$ cat src/rtl/rf_scrub_pkg.sv
package rf_scrub_pkg;

    // Verdict on one parity nibble, given both copies' check results
    typedef enum logic [1:0] {
        NIB_OK    = 2'd0,
        NIB_FIX_A = 2'd1,   // copy A bad, copy B good
        NIB_FIX_B = 2'd2,   // copy B bad, copy A good
        NIB_LOST  = 2'd3    // both copies bad
    } nib_verdict_e;

    function automatic nib_verdict_e judge_nibble(input logic bad_a, input logic bad_b);
        case ({bad_a, bad_b})
            2'b10:   return NIB_FIX_A;
            2'b01:   return NIB_FIX_B;
            2'b11:   return NIB_LOST;
            default: return NIB_OK;
        endcase
    endfunction

endpackage

$ cat src/rtl/rf_scrub_nib_judge.sv
module rf_scrub_nib_judge #(
    parameter int unsigned NIBBLES = 10
) (
    input  logic [NIBBLES-1:0] bad_a_i,
    input  logic [NIBBLES-1:0] bad_b_i,
    output logic [NIBBLES-1:0] fix_a_o,
    output logic [NIBBLES-1:0] fix_b_o,
    output logic [NIBBLES-1:0] lost_o
);
    import rf_scrub_pkg::*;

    for (genvar g = 0; g < NIBBLES; g++) begin : g_nib
        nib_verdict_e verdict;
        assign verdict    = judge_nibble(bad_a_i[g], bad_b_i[g]);
        assign fix_a_o[g] = (verdict == NIB_FIX_A);
        assign fix_b_o[g] = (verdict == NIB_FIX_B);
        assign lost_o[g]  = (verdict == NIB_LOST);
    end

endmodule

$ cat src/rtl/rf_scrub_ptr_step.sv
module rf_scrub_ptr_step #(
    parameter int unsigned ENTRIES = 32,
    localparam int unsigned AW     = (ENTRIES > 1) ? $clog2(ENTRIES) : 1
) (
    input  logic [AW-1:0] cur_i,
    output logic [AW-1:0] nxt_o
);
    localparam logic [AW-1:0] LAST = AW'(ENTRIES - 1);

    assign nxt_o = (cur_i == LAST) ? '0 : cur_i + AW'(1);

endmodule

$ cat src/rtl/rf_scrub_ctrl.sv
module rf_scrub_ctrl #(
    parameter int unsigned ENTRIES = 32,
    parameter int unsigned NIBBLES = 10,
    localparam int unsigned AW     = (ENTRIES > 1) ? $clog2(ENTRIES) : 1
) (
    input  logic               clk_i,
    input  logic               rst_ni,
    input  logic               slot_free_i,
    output logic               scrub_rd_en_o,
    output logic [AW-1:0]      scrub_addr_o,
    input  logic [NIBBLES-1:0] par_bad_a_i,
    input  logic [NIBBLES-1:0] par_bad_b_i,
    input  logic [ENTRIES-1:0] written_i,
    output logic               repair_req_o,
    output logic [AW-1:0]      repair_addr_o,
    output logic [NIBBLES-1:0] repair_fix_a_o,
    output logic [NIBBLES-1:0] repair_fix_b_o,
    input  logic               repair_ack_i,
    output logic               uncorr_o,
    output logic [AW-1:0]      uncorr_addr_o
);

    typedef struct packed {
        logic [AW-1:0]      ptr;
        logic               pend;
        logic [AW-1:0]      rep_addr;
        logic [NIBBLES-1:0] fix_a;
        logic [NIBBLES-1:0] fix_b;
        logic               lost;
        logic [AW-1:0]      lost_addr;
    } scrub_state_t;

    scrub_state_t st_d, st_q;

    logic [AW-1:0]      ptr_nxt;
    logic [NIBBLES-1:0] fix_a, fix_b, lost;
    logic               rd_go;
    logic               entry_valid;

    rf_scrub_ptr_step #(.ENTRIES(ENTRIES)) u_step (
        .cur_i (st_q.ptr),
        .nxt_o (ptr_nxt)
    );

    rf_scrub_nib_judge #(.NIBBLES(NIBBLES)) u_judge (
        .bad_a_i (par_bad_a_i),
        .bad_b_i (par_bad_b_i),
        .fix_a_o (fix_a),
        .fix_b_o (fix_b),
        .lost_o  (lost)
    );

    assign rd_go       = slot_free_i && !st_q.pend;
    assign entry_valid = written_i[st_q.ptr];

    always_comb begin
        st_d = st_q;
        if (st_q.pend && repair_ack_i) begin
            st_d.pend = 1'b0;
        end
        if (rd_go) begin
            st_d.ptr = ptr_nxt;
            if (entry_valid) begin
                if (|(fix_a | fix_b)) begin
                    st_d.pend     = 1'b1;
                    st_d.rep_addr = st_q.ptr;
                    st_d.fix_a    = fix_a;
                    st_d.fix_b    = fix_b;
                end
                if ((|lost) && !st_q.lost) begin
                    st_d.lost      = 1'b1;
                    st_d.lost_addr = st_q.ptr;
                end
            end
        end
    end

    always_ff @(posedge clk_i or negedge rst_ni) begin
        if (!rst_ni) begin
            st_q <= '0;
        end else begin
            st_q <= st_d;
        end
    end

    assign scrub_rd_en_o  = rd_go;
    assign scrub_addr_o   = st_q.ptr;
    assign repair_req_o   = st_q.pend;
    assign repair_addr_o  = st_q.rep_addr;
    assign repair_fix_a_o = st_q.fix_a;
    assign repair_fix_b_o = st_q.fix_b;
    assign uncorr_o       = st_q.lost;
    assign uncorr_addr_o  = st_q.lost_addr;

endmodule

$ cat config.mk
export PLATFORM = sky130hd
export DESIGN_NAME = rf_scrub_ctrl
export DESIGN_NICKNAME = d
export VERILOG_FILES = /design/src/rtl/rf_scrub_pkg.sv /design/src/rtl/rf_scrub_nib_judge.sv /design/src/rtl/rf_scrub_ptr_step.sv /design/src/rtl/rf_scrub_ctrl.sv
export SDC_FILE = /design/constraint.sdc
export NUM_CORES = 1
export LEC_CHECK = 0
export ABC_AREA = 1
export ABC_CLOCK_PERIOD_IN_PS = 1900
export BUFFER_PORTS_ARGS = -buffer_cell sky130_fd_sc_hd__buf_4
export CAP_MARGIN = 20
export CELL_PAD_IN_SITES_DETAIL_PLACEMENT = 1
export CELL_PAD_IN_SITES_GLOBAL_PLACEMENT = 1
export CORE_ASPECT_RATIO = 0.7
export CORE_UTILIZATION = 30
export DETAILED_ROUTE_END_ITERATION = 10
export PLACE_DENSITY = 0.79
export REMOVE_ABC_BUFFERS = 1
export SLEW_MARGIN = 40
export SYNTH_ARGS = -nofsm -noshare
export SYNTH_HDL_FRONTEND = slang
export SYNTH_SLANG_ARGS = --single-unit
$ cat constraint.sdc
create_clock -name clk_i -period 1.9 [get_ports clk_i]
set_input_delay 0.095 -clock clk_i [delete_from_list [all_inputs] [get_ports clk_i]]
set_output_delay 0.095 -clock clk_i [all_outputs]
set_load 0.05 [all_outputs]
==> key figures, run 1 <==
CTS
  – CTS tree: yes
  – CTS root buf: clkbuf_16
  – Clock Latency Late Sink: 0.29 ns
  – Worst-path clk slew: 0.07 ns
  – Num Clock Sinks: 37
  – H-Tree Depth: 2
  – Num CTS Buffers: 5
  – Max Root-Sink Buffers: 2

Global routing
  – All-Layer GR Usage: 0.196
  – Vias in the first global route: 2623
  – Grt ovf: 0
  – Global-route wire length before repair: 13100 um
  – Largest net degree at the start of global routing: 38
  – Initial antenna violation count: 0

Worst setup path
  – Peak per-stage delay on the critical path: 0.48 ns
  – Critical path class: flop to flop
  – R2R Setup Slk: -0.04 ns
  – CP max stage cell: dfrtp_2
  – Crit Path Max Fanout: 8
  – CP Buf/Inv Count: 3
  – Arr. time, crit path: 2.11 ns
  – Crit path to: uncorr_o
  – CP Launch Point: scrub_addr_o[0]
  – R2R Path End: uncorr_o
  – CP startpoint kind: flop
  – R2r worst-path depth: 11
  – Crit-path cells: buf_12 -> clkinv_16 -> nand2_4 -> nand3_2 -> nand3_2 -> nand2_2 -> nand2_4 -> nand3_4 -> nand4_1 -> buf_4 -> nand2_1
  – RR Startpoint: scrub_addr_o[0]
  – Delay-heaviest family, CP: simple AND/OR/NAND/NOR gates
  – Critical Path End Type: flop
  – Critical Path Stages: 11
  – WP data required: 2.07 ns

Power
  – Worst vdd ir: 854 uV
  – Pwr dens: 1820 nW/um^2
  – Power Total: 0.00710 W
  – Lkg Pwr: 2.14 nW

Timing
  – Slew @ Worst Pin: 0.510 ns
  – Hold Fails Final Rpt: 0
  – FMAX: 516 MHz
  – Clock skew: 0.0144 ns
  – RSZ-0062 raised after global routing: yes
  – Count of pins over their slew limit: 0
  – Relative slew slack: 0.660
  – # setup viols final: 4
  – Post-route clock period utilization: 1.02
  – Final setup margin: -0.0391 ns
  – Final min period: 1.94 ns

Floorplan
  – Initial cell density of the core: 0.311
  – IO Pins: 94
  – Die Area: 8560 um^2
  – Core area: 7910 um^2
  – Rows: 27
  – Die Width: 110 um
  – Chip Height: 77.7 um

Logic synthesis
  – Number of synthesized register bits: 37
  – Yosys warning total: 0
  – Synth Area per Inst: 8.08 um^2
  – Synth Cell Area: 2460 um^2
  – Register area share after synthesis: 0.377
  – Synth cell types: 23
  – Gate Count Post-Synth: 304

Final layout
  – Antenna Cells: 0
  – Commonest non-fill, non-tap cell in the layout: buf_4
  – Area delta synth->final: 58.6%
  – Most frequent cells in the layout: buf_4 (106), nand2_1 (81), dfrtp_1 (35)
  – Post-layout nets: 501
  – Share of cells above drive strength 1: 0.442
  – Final core utilization: 0.493
  – Post-route insts no fill: 515

Place
  – Number of placed cells counting well taps: 489
  – Detailed Place HPWL: 5690 um
  – Number of port buffers: 93
  – Final GP Congestion: 0.773
  – Post-Place Worst Slack: -0.0439 ns

Status
  – Failing checks: negative setup slack
  – Status: finished with violations

Hold path
  – Hold_sp: slot_free_i
  – HP Class: input port to flop

Flow run
  – Max-cap violation count: 0

Detailed routing
  – DR vias: 2669
  – Post-Route WL: 10400 um
  – DR WL/cell: 20.3 um
  – Drc violations: 0
  – DR vias/cell: 5.18
  – Detail Route Antenna Nets: 0
  – DRT iter0 DRCs: 134
  – Initial DRT Pass Iterations: 4
[worst min-delay path by stage]
stage | end | slack, ns | cells after the start
floorplan | repair_addr_o[0] | -0.20 | 0
global placement | repair_fix_b_o[9] | 0.09 | 1
detailed placement | repair_fix_b_o[9] | 0.09 | 1
CTS | scrub_addr_o[2] | 0.23 | 4
global route | scrub_addr_o[2] | 0.23 | 4
finish | scrub_addr_o[2] | 0.22 | 4
[stage by stage]
step	hold slack, ns	area, um^2	setup TNS, ns
final	0.218	3900	-0.0965
after global routing	0.235	3900	-2.19
after CTS	0.225	3410	0
after detailed placement	0.0944	3230	-0.444
after global placement	0.0940	3230	0
after floorplan	-0.201	2330	-23.21
[layer usage]
layer,track usage,vias up,part of all wire,wire length (um)
met4,0.0329,0,0.030,318
li1,-,1219,-,-
met1,0.264,1342,0.43,4480
met3,0.0311,22,0.051,533
met5,0,-,0,0
met2,0.334,86,0.49,5100
[synthesized netlist by cell type]
cell      instances  share of area
a21oi_1           4         0.0081
buf_2             2         0.0041
buf_6             7          0.032
buf_8             1         0.0061
clkbuf_1          6         0.0092
clkinv_1          1         0.0015
dfrtp_1          37           0.38
ha_1             32           0.16
inv_1            26          0.040
inv_2             1         0.0015
inv_8             1         0.0046
nand2_1         110           0.17
nand2_2           2         0.0051
nand3_1          26          0.053
nand3_2           2         0.0081
nand4_1          33          0.084
nand4_4           1         0.0087
nor2_1            4         0.0061
nor3_1            1         0.0020
nor4_1            2         0.0051
o21ai_0           3         0.0061
o21ai_2           1         0.0036
xor2_1            1         0.0036
[power breakdown]
part / switching [W] / leakage, nW / internal [W]
Combinational: 0.00315 / 1.59 / 0.00172
Clock: 0.000346 / 0.0706 / 0.000483
Sequential: 0.000302 / 0.478 / 0.00109
[what timing repair did]
item	CTS	global route
setup buffers	0	8
pin swaps	0	25
endpoints found under the setup margin	25	32
hold buffers	2	0
gates resized for setup	2	73
gates cloned	1	7
hold endpoints to repair	38	0
[registers in the layout, indices dropped and copies added, names as in the netlist]
register / cells
repair_addr_o: 5
uncorr_addr_o: 5
repair_req_o: 1
repair_fix_a_o: 10
uncorr_o: 1
scrub_addr_o: 5
repair_fix_b_o: 10
[tightest hold or removal path, cell delays in order]
cell and delay (ns):
buf_4 0.08, nand2_1 0.09, a21oi_1 0.14, a21oi_1 0.05
[logic make-up after synthesis]
| kind of cell | synth area share |
|---|---|
| AND/OR/NAND/NOR | 0.340 |
| buffers and inverters | 0.0988 |
| flip-flops | 0.377 |
| adder cells (fa/ha/maj) | 0.163 |
| AO/OA/AOI/OAI | 0.0178 |
| XOR/XNOR | 0.00356 |
[layout make-up]
cell class | count | area (um^2)
repair inverters | 2 | 46.3
flip-flops and latches | 37 | 928
repair buffers | 115 | 967
clock buffers | 6 | 129
inverters | 29 | 136
clock inverters | 2 | 10.0
multi-input cells | 223 | 1550
well taps | 101 | 126
fillers | 928 | 4010
Power figures use the tool's default switching activity.
==> run 2, diff against run 1 <==
--- a/config.mk
+++ b/config.mk
@@ -13,4 +13,5 @@
 export CELL_PAD_IN_SITES_GLOBAL_PLACEMENT = 1
 export CORE_ASPECT_RATIO = 0.7
+export CORE_MARGIN = 2
 export CORE_UTILIZATION = 30
 export DETAILED_ROUTE_END_ITERATION = 10
==> constraint.sdc (replaced) <==
create_clock -name clk_i -period 1.9 [get_ports clk_i]
set_input_delay 0 -clock clk_i [delete_from_list [all_inputs] [get_ports clk_i]]
set_output_delay 0 -clock clk_i [all_outputs]
set_load 0.05 [all_outputs]
==> run 2 against run 1 <==
  * The flow now finishes without violations
  * Via count shrank 4.5%
  * Clock-buffer cell count grew 1
  * Critical path depth grew 2
  * Design area shrank 9.0%
  * First-iteration DRC count shrank 25%
  * Total power shrank 12%
  * Register-to-register slack gained 0.09 ns
  * Critical endpoint is now repair_fix_b_o[0]
==> key figures, run 2 (synthesized netlist as in run 1, its figures left out) <==
Detailed routing
  – DRT iter0 DRCs: 101
  – DR WL/cell: 16.7 um
  – Detail Route Antenna Nets: 0
  – Drc violations: 0
  – Initial DRT Pass Iterations: 6
  – Post-Route WL: 8460 um
  – DR vias/cell: 5.03
  – DR vias: 2548

Power
  – Switching part of the total: 0.509
  – Pwr dens: 1770 nW/um^2
  – Power Internal: 0.00308 W
  – NetSw: 0.00319 W
  – Lkg Pwr: 2.00 nW
  – Clock power share: 0.139
  – Power share of the sequential group: 0.214
  – Worst vdd ir: 804 uV
  – Logic gate share of total power: 0.648

Final layout
  – Area delta synth->final: 44.3%
  – Post-layout nets: 493
  – Most frequent cells in the layout: nand2_1 (109), buf_4 (102), dfrtp_1 (35)
  – Commonest non-fill, non-tap cell in the layout: nand2_1
  – Finished Cell Area: 3550 um^2
  – Share of cells above drive strength 1: 0.315
  – Final core utilization: 0.449
  – Post-route insts no fill: 507
  – FILL cells: 943
  – Antenna Cells: 0

Place
  – Number of placed cells counting well taps: 491
  – Detailed Place HPWL: 5770 um
  – Final GP Congestion: 0.822
  – Placed inst area: 3250 um^2
  – Number of port buffers: 93

Floorplan
  – Initial cell density of the core: 0.311
  – Core area: 7910 um^2
  – Die Area: 8940 um^2
  – Chip Height: 79.7 um
  – IO Pins: 94
  – Die Width: 112 um
  – Rows: 27

Hold path
  – Hold Crit Depth: 4
  – HP Class: input port to flop

CTS
  – Clock Latency Late Sink: 0.28 ns
  – CTS root buf: clkbuf_16
  – Worst-path clk slew: 0.05 ns
  – Max Root-Sink Buffers: 2
  – CTS tree: yes
  – Num Clock Sinks: 37
  – Num CTS Buffers: 5
  – H-Tree Depth: 2

Timing
  – Clock skew: 0.00339 ns
  – Relative slew slack: 0.662
  – # setup viols final: 0
  – Slew @ Worst Pin: 0.507 ns
  – Final min period: 1.84 ns
  – Count of pins over their slew limit: 0
  – Hold Fails Final Rpt: 0
  – FMAX: 542 MHz
  – Post-route clock period utilization: 0.971

Worst setup path
  – R2r worst-path depth: 13
  – CP startpoint kind: flop
  – Arr. time, crit path: 2.01 ns
  – Critical Path End Type: flop
  – Crit Path Max Fanout: 10
  – WP data required: 2.06 ns
  – Critical path class: flop to flop

Global routing
  – Vias in the first global route: 2555
  – Initial antenna violation count: 0
  – All-Layer GR Usage: 0.173
  – Global-route wire length before repair: 12500 um
  – Grt ovf: 0
  – Largest net degree at the start of global routing: 38

Flow run
  – Max-cap violation count: 0

Status
  – Status: completed
[run 2: changes by cell type in the layout (fill, tap and decap cells not counted), moves of 2 or more]
cell       change
nand2_1       +28
nand3_1       +19
nand2_2       -18
nand3_2       -17
nand2_4       -10
buf_4          -4
clkbuf_8       +2
clkinv_16      -2
clkinv_2       -2
nand3_4        -2
[run 2: area by class of cell]
cell class,instances,area [um^2],area share
multi-input combinational,222,1300,0.367
sequential,37,928,0.262
timing repair buffer,110,912,0.257
clock buffer,7,153,0.0430
tap,101,126,0.0356
inverter,29,121,0.0342
clock inverter,1,5.00,0.00141
[run 2: worst paths after layout]
check,from,endpoint,slack (ns)
max in group asynchronous,rst_ni,scrub_addr_o[1],1.31
setup / recovery,scrub_addr_o[0],repair_fix_b_o[0],0.06
setup reg to reg,scrub_addr_o[0],repair_fix_b_o[0],0.06
hold / removal,slot_free_i,scrub_addr_o[2],0.12
hold reg to reg,repair_addr_o[2],repair_addr_o[2],0.47
min in group asynchronous,rst_ni,repair_fix_a_o[9],0.22
[run 2: metal layers]
layer / vias up / global-route usage / routed length (um)
met3: 15 / 0.0326 / 336
li1: 1203 / - / -
met4: 0 / 0.0415 / 93
met2: 63 / 0.308 / 4230
met1: 1267 / 0.220 / 3800
met5: - / 0 / 0
[run 2: repair_timing]
item	in CTS	in global routing
hold endpoints to repair	38	0
resized for setup	0	6
endpoints found under the setup margin	0	27
hold buffers	2	0
buffers inserted	0	2
[run 2: per-stage QoR]
stage	setup TNS, ns	setup slack [ns]	hold WS (ns)	power, W
floorplan	-23.21	-0.693	-0.296	0.00350
global placement	0	0.247	-0.00343	0.00475
detailed placement	0	0.114	0.00145	0.00484
CTS	0	0.102	0.111	0.00573
global route	-0.219	-0.0336	0.135	0.00664
finish	0	0.0552	0.120	0.00627
[run 2: critical path, stage by stage (launching register included)]
cell and delay (ns):
dfrtp_2 0.43, buf_4 0.16, clkbuf_16 0.16, nand2_1 0.06, nand3_1 0.09, nand3_1 0.09, nand2_1 0.06, nand2_1 0.08
nand2_1 0.06, nand2_1 0.11, nand2_4 0.11, buf_6 0.16, nand4_1 0.08, nand2_1 0.07
[run 2: power groups by stage]
stage	clock, W	combinational [W]	sequential [W]
4_1_cts	0.000892	0.00351	0.00133
5_1_grt	0.000928	0.00434	0.00138
3_3_place_gp	0	0.00343	0.00133
3_5_place_dp	0	0.00350	0.00134
6_report	0.000869	0.00406	0.00134
2_1_floorplan	0	0.00113	0.00237
